File: src/rtl/lock_guard_pkg.sv
package lock_guard_pkg;
    localparam int NLOCK = 3;
    localparam int LVLW  = $clog2(NLOCK + 1);
    localparam int NACC  = 4;

    localparam int ACC_TBL    = 0;
    localparam int ACC_PROG   = 1;
    localparam int ACC_VERIFY = 2;
    localparam int ACC_EXEC   = 3;

    typedef enum logic [LVLW-1:0] {
        LVL_OPEN = 2'd0,
        LVL_L1   = 2'd1,
        LVL_L2   = 2'd2,
        LVL_L3   = 2'd3
    } lvl_e;

    // Level from which an access kind is denied.
    function automatic lvl_e acc_limit(input int kind);
        lvl_e r;
        unique case (kind)
            ACC_TBL:    r = LVL_L1;
            ACC_PROG:   r = LVL_L1;
            ACC_VERIFY: r = LVL_L2;
            default:    r = LVL_L3;
        endcase
        return r;
    endfunction
endpackage

File: src/rtl/lock_cells.sv
module lock_cells
    import lock_guard_pkg::*;
(
    input  logic            clk,
    input  logic            prog_req,
    input  logic [LVLW-1:0] prog_sel,
    input  logic            erase_req,
    output lvl_e            lvl_q
);
    // Non-volatile cells: erased from the start, untouched by reset.
    lvl_e state_q = LVL_OPEN;
    lvl_e state_d;

    always_comb begin
        state_d = state_q;
        if (erase_req) begin
            state_d = LVL_OPEN;
        end else if (prog_req && (prog_sel == state_q)) begin
            unique case (state_q)
                LVL_OPEN: state_d = LVL_L1;
                LVL_L1:   state_d = LVL_L2;
                LVL_L2:   state_d = LVL_L3;
                LVL_L3:   state_d = LVL_L3;
            endcase
        end
    end

    always_ff @(posedge clk) begin
        state_q <= state_d;
    end

    assign lvl_q = state_q;
endmodule

File: src/rtl/pin_latch.sv
module pin_latch (
    input  logic clk,
    input  logic rst_n,
    input  logic pin,
    input  logic armed,
    output logic latched,
    output logic mismatch
);
    // Samples while reset is low; holds otherwise. No defined value before a reset.
    always_ff @(posedge clk) begin
        if (!rst_n) begin
            latched <= pin;
        end
    end

    always_comb begin
        mismatch = rst_n && armed && (latched != pin);
    end
endmodule

File: src/rtl/perm_decode.sv
module perm_decode
    import lock_guard_pkg::*;
(
    input  lvl_e            lvl,
    input  logic [NACC-1:0] req,
    output logic [NACC-1:0] gnt
);
    logic [NACC-1:0] allow;

    for (genvar g = 0; g < NACC; g++) begin : g_acc
        localparam lvl_e LIMIT = acc_limit(g);
        assign allow[g] = (lvl < LIMIT);
    end

    always_comb begin
        gnt = req & allow;
    end
endmodule

File: src/rtl/lock_guard.sv
module lock_guard
    import lock_guard_pkg::*;
(
    input  logic            clk,
    input  logic            rst_n,
    input  logic            lock_prog_req,
    input  logic [LVLW-1:0] lock_prog_sel,
    input  logic            chip_erase,
    input  logic            ext_access_pin,
    input  logic            code_rd_ext_req,
    input  logic            port_prog_req,
    input  logic            port_verify_req,
    input  logic            ext_exec_req,
    output logic            code_rd_ext_ok,
    output logic            port_prog_ok,
    output logic            port_verify_ok,
    output logic            ext_exec_ok,
    output logic            ext_pin_mismatch
);
    lvl_e            lvl_q;
    logic            ext_latched;
    logic [NACC-1:0] req_v;
    logic [NACC-1:0] gnt_v;

    lock_cells u_cells (
        .clk       (clk),
        .prog_req  (lock_prog_req),
        .prog_sel  (lock_prog_sel),
        .erase_req (chip_erase),
        .lvl_q     (lvl_q)
    );

    pin_latch u_pin (
        .clk      (clk),
        .rst_n    (rst_n),
        .pin      (ext_access_pin),
        .armed    (lvl_q != LVL_OPEN),
        .latched  (ext_latched),
        .mismatch (ext_pin_mismatch)
    );

    always_comb begin
        req_v             = '0;
        req_v[ACC_TBL]    = code_rd_ext_req;
        req_v[ACC_PROG]   = port_prog_req;
        req_v[ACC_VERIFY] = port_verify_req;
        req_v[ACC_EXEC]   = ext_exec_req;
    end

    perm_decode u_dec (
        .lvl (lvl_q),
        .req (req_v),
        .gnt (gnt_v)
    );

    assign code_rd_ext_ok = gnt_v[ACC_TBL];
    assign port_prog_ok   = gnt_v[ACC_PROG];
    assign port_verify_ok = gnt_v[ACC_VERIFY];
    assign ext_exec_ok    = gnt_v[ACC_EXEC];
endmodule

File: config.mk
export PLATFORM = sky130hd
export DESIGN_NAME = lock_guard
export DESIGN_NICKNAME = d
export VERILOG_FILES = /design/src/rtl/lock_guard_pkg.sv /design/src/rtl/lock_cells.sv /design/src/rtl/pin_latch.sv /design/src/rtl/perm_decode.sv /design/src/rtl/lock_guard.sv
export SDC_FILE = /design/constraint.sdc
export NUM_CORES = 1
export LEC_CHECK = 0
export BUFFER_PORTS_ARGS = -buffer_cell sky130_fd_sc_hd__clkbuf_2
export CAP_MARGIN = 20
export CORE_AREA = 3 3 40 42
export DETAILED_ROUTE_END_ITERATION = 10
export DIE_AREA = 0 0 43 45
export GPL_ROUTABILITY_DRIVEN = 0
export SETUP_SLACK_MARGIN = 0.5
export SLEW_MARGIN = 20
export SYNTH_ARGS = -nofsm -noshare
export SYNTH_HDL_FRONTEND = slang
export SYNTH_SLANG_ARGS = --single-unit
File: constraint.sdc
create_clock -name clk -period 0.8 [get_ports clk]
set_input_delay 0.04 -clock clk [delete_from_list [all_inputs] [get_ports clk]]
set_output_delay 0.04 -clock clk [all_outputs]
set_load 0.01 [all_outputs]
==> flow_summary_export.csv <==
group,metric,value,unit
sta,layout_min_cycle_time,1.00,ns
sta,finalHoldWorstSlack,-0.0181,ns
pwr,power.share.sequential,0.316,
global_route,global_route_wire_length_before_repair,807,µm
pwr,switching_power,0.125,mW
critical_path,arrival,0.96,ns
logic_synthesis,synth_cells,19,
finish,synthToLayoutAreaGrowth,111,%
finish,nNetsFinal,54,
route,wl_per_cell,8.88,µm
die,initial_core_utilization,0.136,
route,drc,0,
global_route,first_global_vias,222,
sta,timing.final.max_slew_violations,0,
logic_synthesis,syn_nets,30,
critical_path,setup.worst_path.class,"reg -> out",
route,drt-total-wl,506,µm
die,core_area,1280,µm²
pwr,power_density,1450,nW/µm²
logic_synthesis,flops_latches_synth,3,
pwr,power.share.combinational,0.203,
finish,nFillCells,145,
route,via_per_inst,3.81,
finish,fraction_of_final_layout_cells_with_drive_strength_greater_than_1,0.690,
die,fp.dieW,43,µm
route,ant_nets,0,
critical_path,regToRegSetupSlack,-0.16,ns
pwr,cellLeakagePower,0.174,nW
flow_run,maxCapViolations,0,
clock_network,clock-root-buffer,"clkbuf_4",
route,detailedRoute.firstPassIterationCount,2,
clock_network,cts_inserted_buffers,3,
clock_network,clock_insertion_delay_worst_skew,0.23,ns
critical_path,cp_data_required_time,0.76,ns
sta,worst_slew_pin_slew,0.118,ns
global_route,grt.overflow.total,0,
pwr,power_frac_clock,0.481,
die,rows,13,
die,io_pins,16,
finish,n_antenna_cell,0,
sta,headroom_to_the_max_slew_limit,0.919,
place,place.port_buffers,15,
pwr,intPower,0.414,mW
die,fp.dieH,45,µm
clock_network,clock_path_buffers,2,
pwr,total_power,0.539,mW
critical_path,timing.critical_path.from_type,"register",
global_route,grt_start_max_net_pins,7,
route,drt_iter0_markers,3,
clock_network,clock_sinks,3,
clock_network,cts.clk_slew.worst_paths,0.03,ns
logic_synthesis,yosysTopAreaCell,"dfxtp_1",
sta,final_critical_path_setup_slack,-0.201,ns
outcome,violations,"hold timing, setup timing",
logic_synthesis,post_synth_instance_area,175,µm²
pwr,worst_vdd_drop,0.382,mV
global_route,gr-usage-all-layers,0.0583,
logic_synthesis,synth.distinct_cells,14,
die,floorplan.die_area,1940,µm²
global_route,grt_antenna_before_repair,0,
sta,final-hold-violation-count,2,
pwr,p_sw_frac,0.232,
sta,setup_repair_after_global_routing_missed_its_margin,"yes",
place,place_ws,-0.0148,ns
hold_path,worstHoldPathType,"in -> reg",
critical_path,endpoint_kind,"output pin",
critical_path,worstPathMaxFanout,4,
outcome,outcome,"finished, violations left",
sta,worst_clock_skew,0.0000549,ns
logic_synthesis,synth_warnings,0,
clock_network,clock_tree_from_tritoncts,"done",
sta,timing.final.setup_violations,7,
sta,fin_crit_sh,1.25,
logic_synthesis,ys_seq_area_frac,0.400,
sta,total_negative_slack_for_setup_checks,-1.06,ns
sta,maxClockFrequency,0.999,GHz
clock_network,htree_levels,1,
logic_synthesis,syn_area_per_cell,9.22,µm²
route,via_count,217,
logic_synthesis,synth.top_cells.by_area,"dfxtp_1, edfxtp_1, nor3b_1",
logic_synthesis,synth_top_area_share,0.229,
[state kept, by name, indices dropped and copies added, names as in the netlist]
register and count:
u_pin.latched 1, u_cells.lvl_q 2
[cells in the mapped netlist (all sizes together)]
cell type  n
dfxtp      2
nor2       3
and2       1
nand2      1
edfxtp     1
xnor2      1
nand4b     1
nor2b      2
nor3b      2
inv        1
mux2i      1
o21ai      1
a31oi      2
[per-layer routing]
metal,share of wire,vias up,routed length (µm),GRT usage
met5,0,-,0,0
li1,-,113,-,-
met1,0.44,92,223,0.0675
met3,0.10,0,52,0.0159
met4,0,0,0,0.0723
met2,0.45,12,230,0.0778
[logic make-up (layout without fill, tap and decap cells)]
group	count (synthesis)	in the layout	synth area share
buf+inv	1	24	0.0214
compound gates	3	3	0.100
flops	3	3	0.400
mux	1	1	0.0571
simple gates	10	10	0.371
xor+xnor	1	1	0.0500
[layout by cell type (no fill, tap or decap)]
| cell type | instances |
|---|---|
| clkbuf_2 | 11 |
| buf_2 | 4 |
| nor2_1 | 3 |
| clkbuf_4 | 3 |
| nor3b_2 | 2 |
| buf_6 | 2 |
| buf_4 | 2 |
| nand2_1 | 1 |
| and2_1 | 1 |
| xnor2_1 | 1 |
| o21ai_1 | 1 |
| nor2b_4 | 1 |
| mux2i_1 | 1 |
| nand4b_1 | 1 |
| a31oi_1 | 1 |
| a31oi_4 | 1 |
| inv_8 | 1 |
| nor2b_1 | 1 |
| clkbuf_1 | 1 |
| dfxtp_2 | 1 |
| dfxtp_4 | 1 |
| edfxtp_1 | 1 |
[through the flow]
stage	area, µm²	instances	utilization
after floorplan	196	19	-
after global placement	298	50	0.232
after detailed placement	298	50	0.232
after CTS	348	56	0.271
after global routing	370	57	0.288
final	370	57	0.288
[critical path, stage by stage (launching register included)]
cell and delay (ns):
dfxtp_2 0.33, buf_6 0.11, nor3b_2 0.14, buf_2 0.15
[power by group through the flow]
| stage | logic [mW] | clock network [mW] | registers (mW) |
|---|---|---|---|
| after floorplan | 0.0428 | 0 | 0.172 |
| after global placement | 0.0943 | 0 | 0.172 |
| after CTS | 0.104 | 0.274 | 0.170 |
| after detailed placement | 0.0955 | 0 | 0.172 |
| final | 0.109 | 0.259 | 0.170 |
| after global routing | 0.120 | 0.296 | 0.171 |
[repair_timing]
item	CTS	global route
setup endpoints to repair	7	7
pin swaps	2	2
setup buffers	2	1
gates resized for setup	3	6
hold endpoints to repair	2	2
[area by class of cell]
| class | instances | area, µm² | share of cell area |
|---|---|---|---|
| clock buffer | 4 | 26.3 | 0.0709 |
| inverter | 1 | 11.3 | 0.0304 |
| multi-input combinational | 15 | 126 | 0.341 |
| sequential | 3 | 75.1 | 0.203 |
| tap | 15 | 18.8 | 0.0507 |
| timing repair buffer | 19 | 113 | 0.304 |
[final timing paths]
check,from,endpoint,depth (start not counted)
max,u_cells.lvl_q[0],code_rd_ext_ok,3
min,chip_erase,u_cells.lvl_q[1],2
min reg2reg,u_cells.lvl_q[0],u_cells.lvl_q[0],2
max reg2reg,u_cells.lvl_q[1],u_cells.lvl_q[0],5
(Power assumes the default switching activity.)
